==> config.mk <==
export PLATFORM = sky130hd
export DESIGN_NAME = dec_skid_ctrl
export DESIGN_NICKNAME = d
export VERILOG_FILES = /design/src/rtl/dsk_pkg.sv /design/src/rtl/dsk_stall_track.sv /design/src/rtl/dsk_fwd_pick.sv /design/src/rtl/dsk_skid_store.sv /design/src/rtl/dec_skid_ctrl.sv
export SDC_FILE = /design/constraint.sdc
export NUM_CORES = 1
export LEC_CHECK = 0
export BUFFER_PORTS_ARGS = -buffer_cell sky130_fd_sc_hd__buf_2
export CAP_MARGIN = 20
export CORE_ASPECT_RATIO = 0.9
export CORE_MARGIN = 3
export CORE_UTILIZATION = 46
export CTS_CLUSTER_DIAMETER = 30
export CTS_CLUSTER_SIZE = 25
export DETAILED_ROUTE_END_ITERATION = 8
export MAX_ROUTING_LAYER = met4
export PLACE_DENSITY = 0.72
export SLEW_MARGIN = 10
export SYNTH_ARGS = -nofsm -noshare
export SYNTH_HDL_FRONTEND = slang
export SYNTH_HIERARCHICAL = 1
export SYNTH_SLANG_ARGS = --single-unit
export TNS_END_PERCENT = 10
==> constraint.sdc <==
create_clock -name clk_i -period 15.6 [get_ports clk_i]
set_input_delay 4.68 -clock clk_i [delete_from_list [all_inputs] [get_ports clk_i]]
set_output_delay 4.68 -clock clk_i [all_outputs]
set_load 0.1 [all_outputs]
==> src/rtl/dsk_pkg.sv <==
package dsk_pkg;
  localparam int NSRC = 3;

  typedef enum logic [2:0] {
    ST_IDLE = 3'd0,
    ST_RUN  = 3'd1,
    ST_BLK  = 3'd2,
    ST_UNB  = 3'd3,
    ST_SQ   = 3'd4
  } st_e;
endpackage

==> src/rtl/dsk_stall_track.sv <==
module dsk_stall_track #(
  parameter int NSRC = 3
) (
  input  logic            clk_i,
  input  logic            rst_ni,
  input  logic [NSRC-1:0] set_i,
  input  logic [NSRC-1:0] clr_i,
  output logic            stall_o
);
  logic [NSRC-1:0] flags_q, flags_nx;

  // clear applied after set: unblock wins
  assign flags_nx = (flags_q | set_i) & ~clr_i;
  assign stall_o  = |flags_nx;

  always_ff @(posedge clk_i or negedge rst_ni) begin
    if (!rst_ni) flags_q <= '0;
    else         flags_q <= flags_nx;
  end

  for (genvar k = 0; k < NSRC; k++) begin : g_chk
    AST_FLAG_SET: assert property (@(posedge clk_i) disable iff (!rst_ni)
      set_i[k] && !clr_i[k] |=> flags_q[k]);
    AST_FLAG_CLR: assert property (@(posedge clk_i) disable iff (!rst_ni)
      clr_i[k] |=> !flags_q[k]);
  end
endmodule

==> src/rtl/dsk_fwd_pick.sv <==
module dsk_fwd_pick #(
  parameter int N     = 6,
  parameter int TAG_W = 8,
  parameter int OUT_W = 2,
  parameter int CW    = 3,
  parameter int OCW   = 2
) (
  input  logic [N-1:0][TAG_W-1:0]     tag_i,
  input  logic [N-1:0]                kill_i,
  input  logic [CW-1:0]               cnt_i,
  output logic [OUT_W-1:0][TAG_W-1:0] tag_o,
  output logic [OCW-1:0]              n_o,
  output logic [CW-1:0]               used_o
);
  localparam int OIW = (OUT_W > 1) ? $clog2(OUT_W) : 1;

  always_comb begin
    int f;
    int used;
    f     = 0;
    used  = 0;
    tag_o = '0;
    for (int i = 0; i < N; i++) begin
      if (i < int'(cnt_i) && f < OUT_W) begin
        used = i + 1;
        if (!kill_i[i]) begin
          tag_o[OIW'(f)] = tag_i[i];
          f = f + 1;
        end
      end
    end
    n_o    = OCW'(f);
    used_o = CW'(used);
  end
endmodule

==> src/rtl/dsk_skid_store.sv <==
module dsk_skid_store #(
  parameter int DEPTH = 6,
  parameter int IN_W  = 4,
  parameter int TAG_W = 8,
  parameter int CW    = 3,
  parameter int ICW   = 3
) (
  input  logic                        clk_i,
  input  logic                        rst_ni,
  input  logic                        flush_i,
  input  logic [CW-1:0]               pop_i,
  input  logic                        push_i,
  input  logic [ICW-1:0]              push_off_i,
  input  logic [ICW-1:0]              in_cnt_i,
  input  logic [IN_W-1:0][TAG_W-1:0]  in_tag_i,
  input  logic [IN_W-1:0]             in_kill_i,
  output logic [DEPTH-1:0][TAG_W-1:0] tag_o,
  output logic [DEPTH-1:0]            kill_o,
  output logic [CW-1:0]               cnt_o,
  output logic                        ovf_o
);
  localparam int DIW = (DEPTH > 1) ? $clog2(DEPTH) : 1;
  localparam int JIW = (IN_W > 1) ? $clog2(IN_W) : 1;

  logic [DEPTH-1:0][TAG_W-1:0] tag_q, tag_nx;
  logic [DEPTH-1:0]            kill_q, kill_nx;
  logic [CW-1:0]               cnt_q, cnt_nx;
  logic                        ovf_q, ovf_nx;

  // shift-compacting store: pop from head, append input slice at tail
  always_comb begin
    int total;
    total = int'(cnt_q) - int'(pop_i);
    if (push_i) total = total + int'(in_cnt_i) - int'(push_off_i);
    if (flush_i) total = 0;
    ovf_nx = (total > DEPTH);
    cnt_nx = ovf_nx ? CW'(DEPTH) : CW'(total);
    tag_nx  = '0;
    kill_nx = '0;
    for (int i = 0; i < DEPTH; i++) begin
      int src;
      int j;
      src = i + int'(pop_i);
      j   = src - int'(cnt_q) + int'(push_off_i);
      if (src < int'(cnt_q)) begin
        tag_nx[i]  = tag_q[DIW'(src)];
        kill_nx[i] = kill_q[DIW'(src)];
      end else if (push_i && j < int'(in_cnt_i)) begin
        tag_nx[i]  = in_tag_i[JIW'(j)];
        kill_nx[i] = in_kill_i[JIW'(j)];
      end
    end
  end

  always_ff @(posedge clk_i or negedge rst_ni) begin
    if (!rst_ni) begin
      tag_q  <= '0;
      kill_q <= '0;
      cnt_q  <= '0;
      ovf_q  <= 1'b0;
    end else begin
      tag_q  <= tag_nx;
      kill_q <= kill_nx;
      cnt_q  <= cnt_nx;
      ovf_q  <= ovf_nx;
    end
  end

  assign tag_o  = tag_q;
  assign kill_o = kill_q;
  assign cnt_o  = cnt_q;
  assign ovf_o  = ovf_q;

  AST_NO_OVERFLOW: assert property (@(posedge clk_i) disable iff (!rst_ni)
    int'(cnt_q) <= DEPTH);
  AST_FLUSH_EMPTY: assert property (@(posedge clk_i) disable iff (!rst_ni)
    flush_i |=> cnt_q == '0);
endmodule

==> src/rtl/dec_skid_ctrl.sv <==
module dec_skid_ctrl
  import dsk_pkg::*;
#(
  parameter int TAG_W = 8,
  parameter int IN_W  = 4,
  parameter int OUT_W = 2,
  parameter int LAT   = 1,
  localparam int ICW  = $clog2(IN_W + 1),
  localparam int OCW  = $clog2(OUT_W + 1)
) (
  input  logic                   clk_i,
  input  logic                   rst_ni,
  input  logic [ICW-1:0]         in_cnt_i,
  input  logic [IN_W*TAG_W-1:0]  in_tag_i,
  input  logic [IN_W-1:0]        in_kill_i,
  input  logic [2:0]             stall_set_i,
  input  logic [2:0]             stall_clr_i,
  input  logic                   squash_i,
  input  logic                   sq_busy_i,
  output logic [OCW-1:0]         out_cnt_o,
  output logic [OUT_W*TAG_W-1:0] out_tag_o,
  output logic                   up_block_o,
  output logic                   up_unblock_o,
  output logic [2:0]             state_o,
  output logic                   skid_ovf_o
);
  localparam int DEPTH = LAT * IN_W + OUT_W;
  localparam int CW    = $clog2(DEPTH + 1);

  st_e st_q, st_nx;
  logic stalled;

  logic [IN_W-1:0][TAG_W-1:0]  in_tag;
  logic [DEPTH-1:0][TAG_W-1:0] skid_tag, pad_tag, src_tag;
  logic [DEPTH-1:0]            skid_kill, pad_kill, src_kill;
  logic [CW-1:0]               skid_cnt, src_cnt, used;
  logic [OUT_W-1:0][TAG_W-1:0] pick_tag;
  logic [OCW-1:0]              pick_n;

  logic use_skid, fwd_en, push_en, flush, blk_p, unblk_p;
  logic [CW-1:0]  pop_n;
  logic [ICW-1:0] push_off;
  int rem;

  logic [OCW-1:0]              out_n_q;
  logic [OUT_W-1:0][TAG_W-1:0] out_tag_q;
  logic                        blk_q, unblk_q;

  assign in_tag = in_tag_i;

  dsk_stall_track #(.NSRC(NSRC)) u_stall (
    .clk_i  (clk_i),
    .rst_ni (rst_ni),
    .set_i  (stall_set_i),
    .clr_i  (stall_clr_i),
    .stall_o(stalled)
  );

  dsk_skid_store #(
    .DEPTH(DEPTH), .IN_W(IN_W), .TAG_W(TAG_W), .CW(CW), .ICW(ICW)
  ) u_skid (
    .clk_i     (clk_i),
    .rst_ni    (rst_ni),
    .flush_i   (flush),
    .pop_i     (pop_n),
    .push_i    (push_en),
    .push_off_i(push_off),
    .in_cnt_i  (in_cnt_i),
    .in_tag_i  (in_tag),
    .in_kill_i (in_kill_i),
    .tag_o     (skid_tag),
    .kill_o    (skid_kill),
    .cnt_o     (skid_cnt),
    .ovf_o     (skid_ovf_o)
  );

  // input bundle widened to skid depth for a shared picker
  always_comb begin
    pad_tag  = '0;
    pad_kill = '0;
    for (int i = 0; i < IN_W; i++) begin
      pad_tag[i]  = in_tag[i];
      pad_kill[i] = in_kill_i[i];
    end
  end

  assign use_skid = !squash_i && !sq_busy_i && !stalled &&
                    (st_q == ST_UNB || (st_q == ST_BLK && skid_cnt != '0));

  assign src_tag  = use_skid ? skid_tag  : pad_tag;
  assign src_kill = use_skid ? skid_kill : pad_kill;
  assign src_cnt  = use_skid ? skid_cnt  : CW'(in_cnt_i);

  dsk_fwd_pick #(
    .N(DEPTH), .TAG_W(TAG_W), .OUT_W(OUT_W), .CW(CW), .OCW(OCW)
  ) u_pick (
    .tag_i (src_tag),
    .kill_i(src_kill),
    .cnt_i (src_cnt),
    .tag_o (pick_tag),
    .n_o   (pick_n),
    .used_o(used)
  );

  assign rem = int'(skid_cnt) - int'(used) + int'(in_cnt_i);

  always_comb begin
    st_nx    = st_q;
    fwd_en   = 1'b0;
    pop_n    = '0;
    push_en  = 1'b0;
    push_off = '0;
    flush    = 1'b0;
    blk_p    = 1'b0;
    unblk_p  = 1'b0;
    if (squash_i || sq_busy_i) begin
      flush   = 1'b1;
      unblk_p = (st_q == ST_BLK) || (st_q == ST_UNB);
      st_nx   = ST_SQ;
    end else if (stalled) begin
      push_en = 1'b1;
      if (st_q != ST_BLK) begin
        blk_p = 1'b1;
        st_nx = ST_BLK;
      end
    end else if (use_skid) begin
      fwd_en  = 1'b1;
      pop_n   = used;
      push_en = 1'b1;
      if (rem == 0) begin
        unblk_p = 1'b1;
        st_nx   = ST_RUN;
      end else begin
        st_nx   = ST_UNB;
      end
    end else begin
      fwd_en = 1'b1;
      if (int'(used) < int'(in_cnt_i)) begin
        push_en  = 1'b1;
        push_off = ICW'(used);
        blk_p    = (st_q != ST_BLK);
        st_nx    = ST_BLK;
      end else begin
        unblk_p = (st_q == ST_BLK);
        st_nx   = (st_q == ST_IDLE && in_cnt_i == '0) ? ST_IDLE : ST_RUN;
      end
    end
  end

  always_ff @(posedge clk_i or negedge rst_ni) begin
    if (!rst_ni) begin
      st_q      <= ST_IDLE;
      out_n_q   <= '0;
      out_tag_q <= '0;
      blk_q     <= 1'b0;
      unblk_q   <= 1'b0;
    end else begin
      st_q      <= st_nx;
      out_n_q   <= fwd_en ? pick_n : '0;
      out_tag_q <= fwd_en ? pick_tag : '0;
      blk_q     <= blk_p;
      unblk_q   <= unblk_p;
    end
  end

  assign out_cnt_o    = out_n_q;
  assign out_tag_o    = out_tag_q;
  assign up_block_o   = blk_q;
  assign up_unblock_o = unblk_q;
  assign state_o      = st_q;

  AST_NO_DUAL_PULSE: assert property (@(posedge clk_i) disable iff (!rst_ni)
    !(up_block_o && up_unblock_o));
  AST_BLOCK_IN_BLK: assert property (@(posedge clk_i) disable iff (!rst_ni)
    up_block_o |-> st_q == ST_BLK);
  AST_OUT_WIDTH: assert property (@(posedge clk_i) disable iff (!rst_ni)
    int'(out_n_q) <= OUT_W);
  AST_UNB_NONEMPTY: assert property (@(posedge clk_i) disable iff (!rst_ni)
    st_q == ST_UNB |-> skid_cnt != '0);
  AST_UNBLK_DONE: assert property (@(posedge clk_i) disable iff (!rst_ni)
    up_unblock_o && st_q != ST_SQ |-> st_q == ST_RUN && skid_cnt == '0);
  AST_SQ_FLUSH: assert property (@(posedge clk_i) disable iff (!rst_ni)
    squash_i |=> st_q == ST_SQ && skid_cnt == '0 && out_n_q == '0);
  AST_BUSY_HOLD: assert property (@(posedge clk_i) disable iff (!rst_ni)
    sq_busy_i |=> st_q == ST_SQ);
endmodule

Word level (Yosys, flattened, before mapping)

Cells that the tools add are included.

Bits in registers: 84
Bits of input ports: 49
Output and inout bits: 24
Word-level logic and storage cells: 309

$add $sub $neg: 27
Order comparisons: 47
Equal/unequal tests: 4
Multiplexer cells: 180
Bitwise operators: 3
Reductions and logical operators: 32

Operators with widths:

| operator                                                       | count |
|---|---|
| less-than comparator 32 x 4 -> 1 bit                           | 11 |
| 2-to-1 mux 32 bit                                              | 11 |
| 2-to-1 mux 8 bit                                               | 43 |
| adder 32 x 4 -> 32 bit                                         | 7 |
| subtractor 32 x 4 -> 32 bit                                    | 6 |
| 2-to-1 mux 16 bit                                              | 11 |
| less-than comparator 32 x 3 -> 1 bit, second input constant    | 5 |
| binary-select mux 8 bit (select 3 bit)                         | 6 |
| adder 32 x 2 -> 32 bit, second input constant                  | 4 |
| binary-select mux 8 bit (select 2 bit)                         | 6 |
| bitwise mux 16 bit                                             | 5 |
| 2-to-1 mux 1 bit                                               | 56 |
| 2-to-1 mux 3 bit                                               | 16 |
| 2-to-1 mux 48 bit                                              | 1 |
| demux 8 bit (select 1 bit)                                     | 5 |
| greater-than comparator 32 x 4 -> 1 bit, second input constant | 1 |
| logical NOT 32 bit                                             | 1 |
| less-than comparator 3 x 5 -> 1 bit, second input constant     | 6 |
| less-than comparator 2 x 4 -> 1 bit, second input constant     | 6 |
| logical AND 1 bit                                              | 21 |
| binary-select mux 1 bit (select 3 bit)                         | 6 |
| less-than comparator 1 x 3 -> 1 bit, second input constant     | 5 |
| 2-to-1 mux 2 bit                                               | 7 |
| binary-select mux 1 bit (select 2 bit)                         | 6 |
| other kinds (23)                                               | 41 |

Logic depth before layout (Yosys ltp)

Word-level depth: 35
Mapped depth: 47
Mapped depth without buffers: 39

Cells and area by module

The synthesis kept the hierarchy.

By module, submodules not included:

| module          | times used | cells each | area an instance (µm²) | seq. area each (µm²) |
|---|---|---|---|---|
| dsk_skid_store  | 1          | 658        | 6767.7                 | 1451.4 |
| dec_skid_ctrl   | 1          | 175        | 1810.5                 | 575.6 |
| dsk_fwd_pick    | 1          | 111        | 880.8                  | 0.0 |
| dsk_stall_track | 1          | 10         | 122.6                  | 75.1 |

Worst setup path after synthesis

Ideal clock, no wire load.

Path type: input to register
Start point: input port sq_busy_i
End point: register u_skid.kill_q[5] (netlist: u_skid/kill_o[5])
Library setup time: 0.142 ns
Data arrival time: 15.321 ns
Data required time: 15.458 ns
Setup slack: 0.137 ns
Stages on the path: 44
Buffers on the path: 10
Cell sequence: or2_2 -> buf_2 -> nor3_4 -> clkbuf_2 -> nand2_1 -> o21ai_0 -> nor3_1 -> nor2_1 -> ha_1 -> o21ai_0 -> and2_4 -> inv_1 -> ha_1 -> o21bai_1 -> and3b_1 -> xor3_1 -> clkbuf_1 -> inv_1 -> [8 not listed] -> buf_2 -> inv_1 -> ha_1 -> buf_2 -> buf_1 -> inv_2 -> fa_1 -> fa_1 -> buf_2 -> buf_2 -> inv_1 -> ha_1 -> nand2_1 -> o211ai_1 -> nor2_1 -> and3_1 -> a211oi_2 -> o22ai_1

Longest elaborated chain between the ends: 33
Elaborated cells between the ends (all ways): 69
Those cells by class: add/sub (7); order compare (14); mux (37); reduce/logical (11)

Ends and longest elaborated chain:

| what                                                                           | line                                   | source |
|---|---|---|
| from (decl)                                                                    | dec_skid_ctrl.sv:19                    | `input logic sq_busy_i,` |
| logical NOT 1 bit *                                                            | dec_skid_ctrl.sv:87                    | `assign use_skid = !squash_i && !sq_busy_i && !stalled &&` |
| logical AND 1 bit * (3 in a row)                                               | dec_skid_ctrl.sv:87                    |  |
| 2-to-1 mux 3 bit *                                                             | dec_skid_ctrl.sv:92                    | `assign src_cnt = use_skid ? skid_cnt : CW'(in_cnt_i);` |
| via src_cnt[2]                                                                 | dec_skid_ctrl.sv:36                    | `logic [CW-1:0] skid_cnt, src_cnt, used;` |
| less-than comparator 1 x 3 -> 1 bit                                            | dsk_fwd_pick.sv:24                     | `if (i < int'(cnt_i) && f < OUT_W) begin` |
| 2-to-1 mux 32 bit                                                              | dsk_fwd_pick.sv:24                     |  |
| adder 32 x 2 -> 32 bit or less-than comparator 32 x 3 -> 1 bit (tied branches) | dsk_fwd_pick.sv:28, dsk_fwd_pick.sv:24 |  |
| 2-to-1 mux 32 bit or logical AND 1 bit (tied branches)                         | dsk_fwd_pick.sv:26, dsk_fwd_pick.sv:24 |  |
| [13 not listed]                                                                | --                                     |  |
| via used[1]                                                                    | dec_skid_ctrl.sv:36                    |  |
| 2-to-1 mux 3 bit *                                                             | dec_skid_ctrl.sv:126                   | `end else if (use_skid) begin` |
| 2-to-1 mux 3 bit *                                                             | dec_skid_ctrl.sv:120                   | `end else if (stalled) begin` |
| 2-to-1 mux 3 bit *                                                             | dec_skid_ctrl.sv:116                   | `if (squash_i \|\| sq_busy_i) begin` |
| via pop_n[1]                                                                   | dec_skid_ctrl.sv:41                    | `logic [CW-1:0] pop_n;` |
| adder 3 x 3 -> 4 bit *                                                         | dsk_skid_store.sv:43                   | `src = i + int'(pop_i);` |
| branches (longest 6 deep; another with subtractor 32 x 4 -> 32 bit)            | --                                     |  |
| 2-to-1 mux 1 bit *                                                             | dsk_skid_store.sv:45                   | `if (src < int'(cnt_q)) begin` |
| via u_skid.kill_nx[5]                                                          | dsk_skid_store.sv:26                   | `logic [DEPTH-1:0] kill_q, kill_nx;` |
| to (signal assigned)                                                           | dsk_skid_store.sv:63                   | `kill_q <= kill_nx;` |
| to (decl)                                                                      | dsk_skid_store.sv:26                   |  |

Mark *: on every way through the listed nets, which the timed path passes. The select of a mux whose other input is x is not followed.
A chain may end at the register's enable or synchronous reset.

==> flow_summary.json <==
{
  "critPathTopFamily": "compound AO/OA/AOI/OAI gates",
  "yosys.area.top_type": "dfrtp_1",
  "grt_util_met1_pct": 35.7,
  "drt_first_iter_violations": 1323,
  "tns_ns": 0,
  "gp_congestion": 0.954,
  "cts_sinks": 84,
  "grt_pass1_vias": 7850,
  "ys_seq_area_share_pct": 21.9,
  "fillerInstances": 1782,
  "syn-instance-count": 954,
  "min_period_over_period_pct": 91.8,
  "max-cap-violations": 0,
  "synth_cell_types": 84,
  "min_period_ns": 14.32,
  "slowest_delay_ns": 1.09,
  "place_ws_ns": 1.17,
  "io_buffers": 72,
  "critPathKind": "input port to register",
  "wl_mm": 29.0,
  "layout_setup_ws_ns": 1.28,
  "cts_htree_levels": 3,
  "endpoint_kind": "register",
  "finalSetupViolations": 0,
  "final_cell_mix": "dfrtp_1, buf_2, inv_1",
  "fin_util_pct": 51.5,
  "power_mw": 1.06,
  "p_leak_nw": 4.65,
  "rsz0062_at_grt": "false",
  "clkLatencyLatePin_ns": 0.35,
  "mostFrequentLayoutCell": "dfrtp_1",
  "dr.pass1.iters": 6,
  "final-hold-violation-count": 0,
  "drc": 0,
  "cp_common_cell": "ha_1",
  "clock_path_buffers": 2,
  "synthesis.area_um2": 9580,
  "row_count": 49,
  "track_usage_pct": 26.2,
  "relSlewSlack_pct": 19.1,
  "synth_edf_count": 0,
  "synth_top_area_share_pct": 21.9,
  "use_met3_pct": 4.97,
  "via_count": 8350,
  "syn2layout_area_growth_pct": 8.74,
  "ant_nets": 0,
  "cts_buffers": 9,
  "async_reset_ff_share_pct": 100,
  "ys.flop_type": "dfrtp_1",
  "ir_worst_vdd_v": 0.0000626,
  "busiest_layer": "met2",
  "yosys_warnings": 6,
  "startpoint_type": "input port",
  "path_buf_inv": 5,
  "cts.clk_slew.worst_paths_ns": 0.07,
  "core_region_area_um2": 20200,
  "dp.final_hpwl_mm": 20.4,
  "drive_above_1_share_pct": 25.7,
  "arrival_ns": 14.51,
  "clockRootBuffer": "clkbuf_16",
  "cts_setup_buffers": 0,
  "hp-class": "register to register",
  "ioPinCount": 73,
  "grt_pass1_wl_mm": 44.5,
  "crit_fanout": 14,
  "vias_per_cell": 6.66,
  "cts_tree": "done",
  "power.density_nw_per_um2": 102,
  "antennaDiodeCount": 0,
  "fin_nets": 1125,
  "worstPathRequired_ns": 15.79,
  "syn_area_per_cell_um2": 10.0,
  "initial_core_util_pct": 47.4,
  "die_y_um": 143,
  "synth-seq-cells": 84,
  "die_w_um": 158,
  "synthTopCellsByArea": "dfrtp_1, mux4_2, ha_1",
  "overflow": 0,
  "report.final.slew_viol_count": 0,
  "fmax_mhz": 69.8,
  "crit_slowest_cell": "fa_1",
  "tightest_slew_ns": 1.21,
  "clock_skew_ns": 0.00900,
  "grt_antenna_before_repair": 0,
  "met2_usage_pct": 39.0,
  "grt_max_degree": 85,
  "dieArea_um2": 22600,
  "wl_per_cell_um": 23.2,
  "status": "completed",
  "ctsHoldBuffers": 0,
  "cts_resized": 0
}
==> worst paths after layout <==
check                                    from                 end  slack (ns)  cells after the start
max in group asynchronous              rst_ni    u_skid/tag_o[15]       10.69                      2
hold reg to reg            u_stall/flags_q[1]  u_stall/flags_q[1]        0.50                      2
setup / recovery               stall_clr_i[2]    u_skid/tag_o[37]        1.28                     34
min in group asynchronous              rst_ni        out_tag_o[3]        4.29                      1
hold / removal             u_stall/flags_q[1]  u_stall/flags_q[1]        0.50                      2
setup reg to reg              u_skid/cnt_o[1]    u_skid/tag_o[37]        4.81                     34
==> Yosys cell counts (all sizes together) (35+ instances only) <==
master and instances:
a21oi 48, and2 44, dfrtp 84, o21ai 42
nor2 36, nor3 35, mux4 63, nand2 51
ha 65, inv 74, mux2 75, buf 42
==> state kept, by name, indices dropped and copies added, names as in the netlist <==
register and cells:
u_skid/cnt_o 3, u_skid/kill_o 6, state_o 3, out_cnt_o 2, u_skid/ovf_o 1, out_tag_o 16
u_skid/tag_o 48, u_stall/flags_q 3, up_block_o 1, up_unblock_o 1
==> worst reg2reg max path: cells and delay by family (launching register included) <==
kind | cells | cell delay [ns]
flip-flops | 1 | 0.55
AO/OA/AOI/OAI | 12 | 3.21
adder cells (fa/ha/maj) | 6 | 2.59
XOR/XNOR | 1 | 0.53
buffers and inverters | 4 | 0.54
AND/OR/NAND/NOR | 11 | 3.20
==> kinds of logic after synthesis <==
family	Yosys count	share of synthesized area, %
flops	84	21.9
xor+xnor	21	2.08
compound gates	240	17.5
simple gates	223	12.6
buf+inv	137	6.74
mux	166	27.1
other cells	1	0.0391
fa+ha+maj	82	12.0
==> report_power, final <==
| part | leakage, nW | internal, mW | switching, mW | total (mW) |
|---|---|---|---|---|
| clock | 0.172 | 0.166 | 0.0948 | 0.261 |
| sequential | 1.15 | 0.248 | 0.0427 | 0.291 |
| combinational | 3.33 | 0.214 | 0.293 | 0.507 |
| total | 4.65 | 0.628 | 0.431 | 1.06 |
==> layout make-up <==
type                            count  area (um^2)  share of cell area, %
Clock buffer                       11          253                   2.43
Sequential cell                    84         2100                   20.2
Timing Repair Buffer               85          480                   4.61
Tap cell                          255          319                   3.06
Multi-Input combinational cell    740         6880                   66.0
Inverter                           74          278                   2.67
Clock inverter                      5          106                   1.02
==> routing by layer <==
| layer | vias to the layer above | share of wire [%] |
|---|---|---|
| li1 | 3644 | - |
| met1 | 4035 | 40 |
| met2 | 576 | 45 |
| met3 | 95 | 11 |
| met4 | 0 | 3.9 |
| met5 | - | 0 |
==> through the flow <==
step,area [um^2],instances,hold WS (ns)
CTS,10400,1253,0.506
global route,10400,1254,0.516
floorplan,9610,961,0.456
global placement,10000,1237,0.481
detailed placement,10000,1237,0.490
finish,10400,1254,0.502
Note: power is estimated with default switching activity, not from simulation.
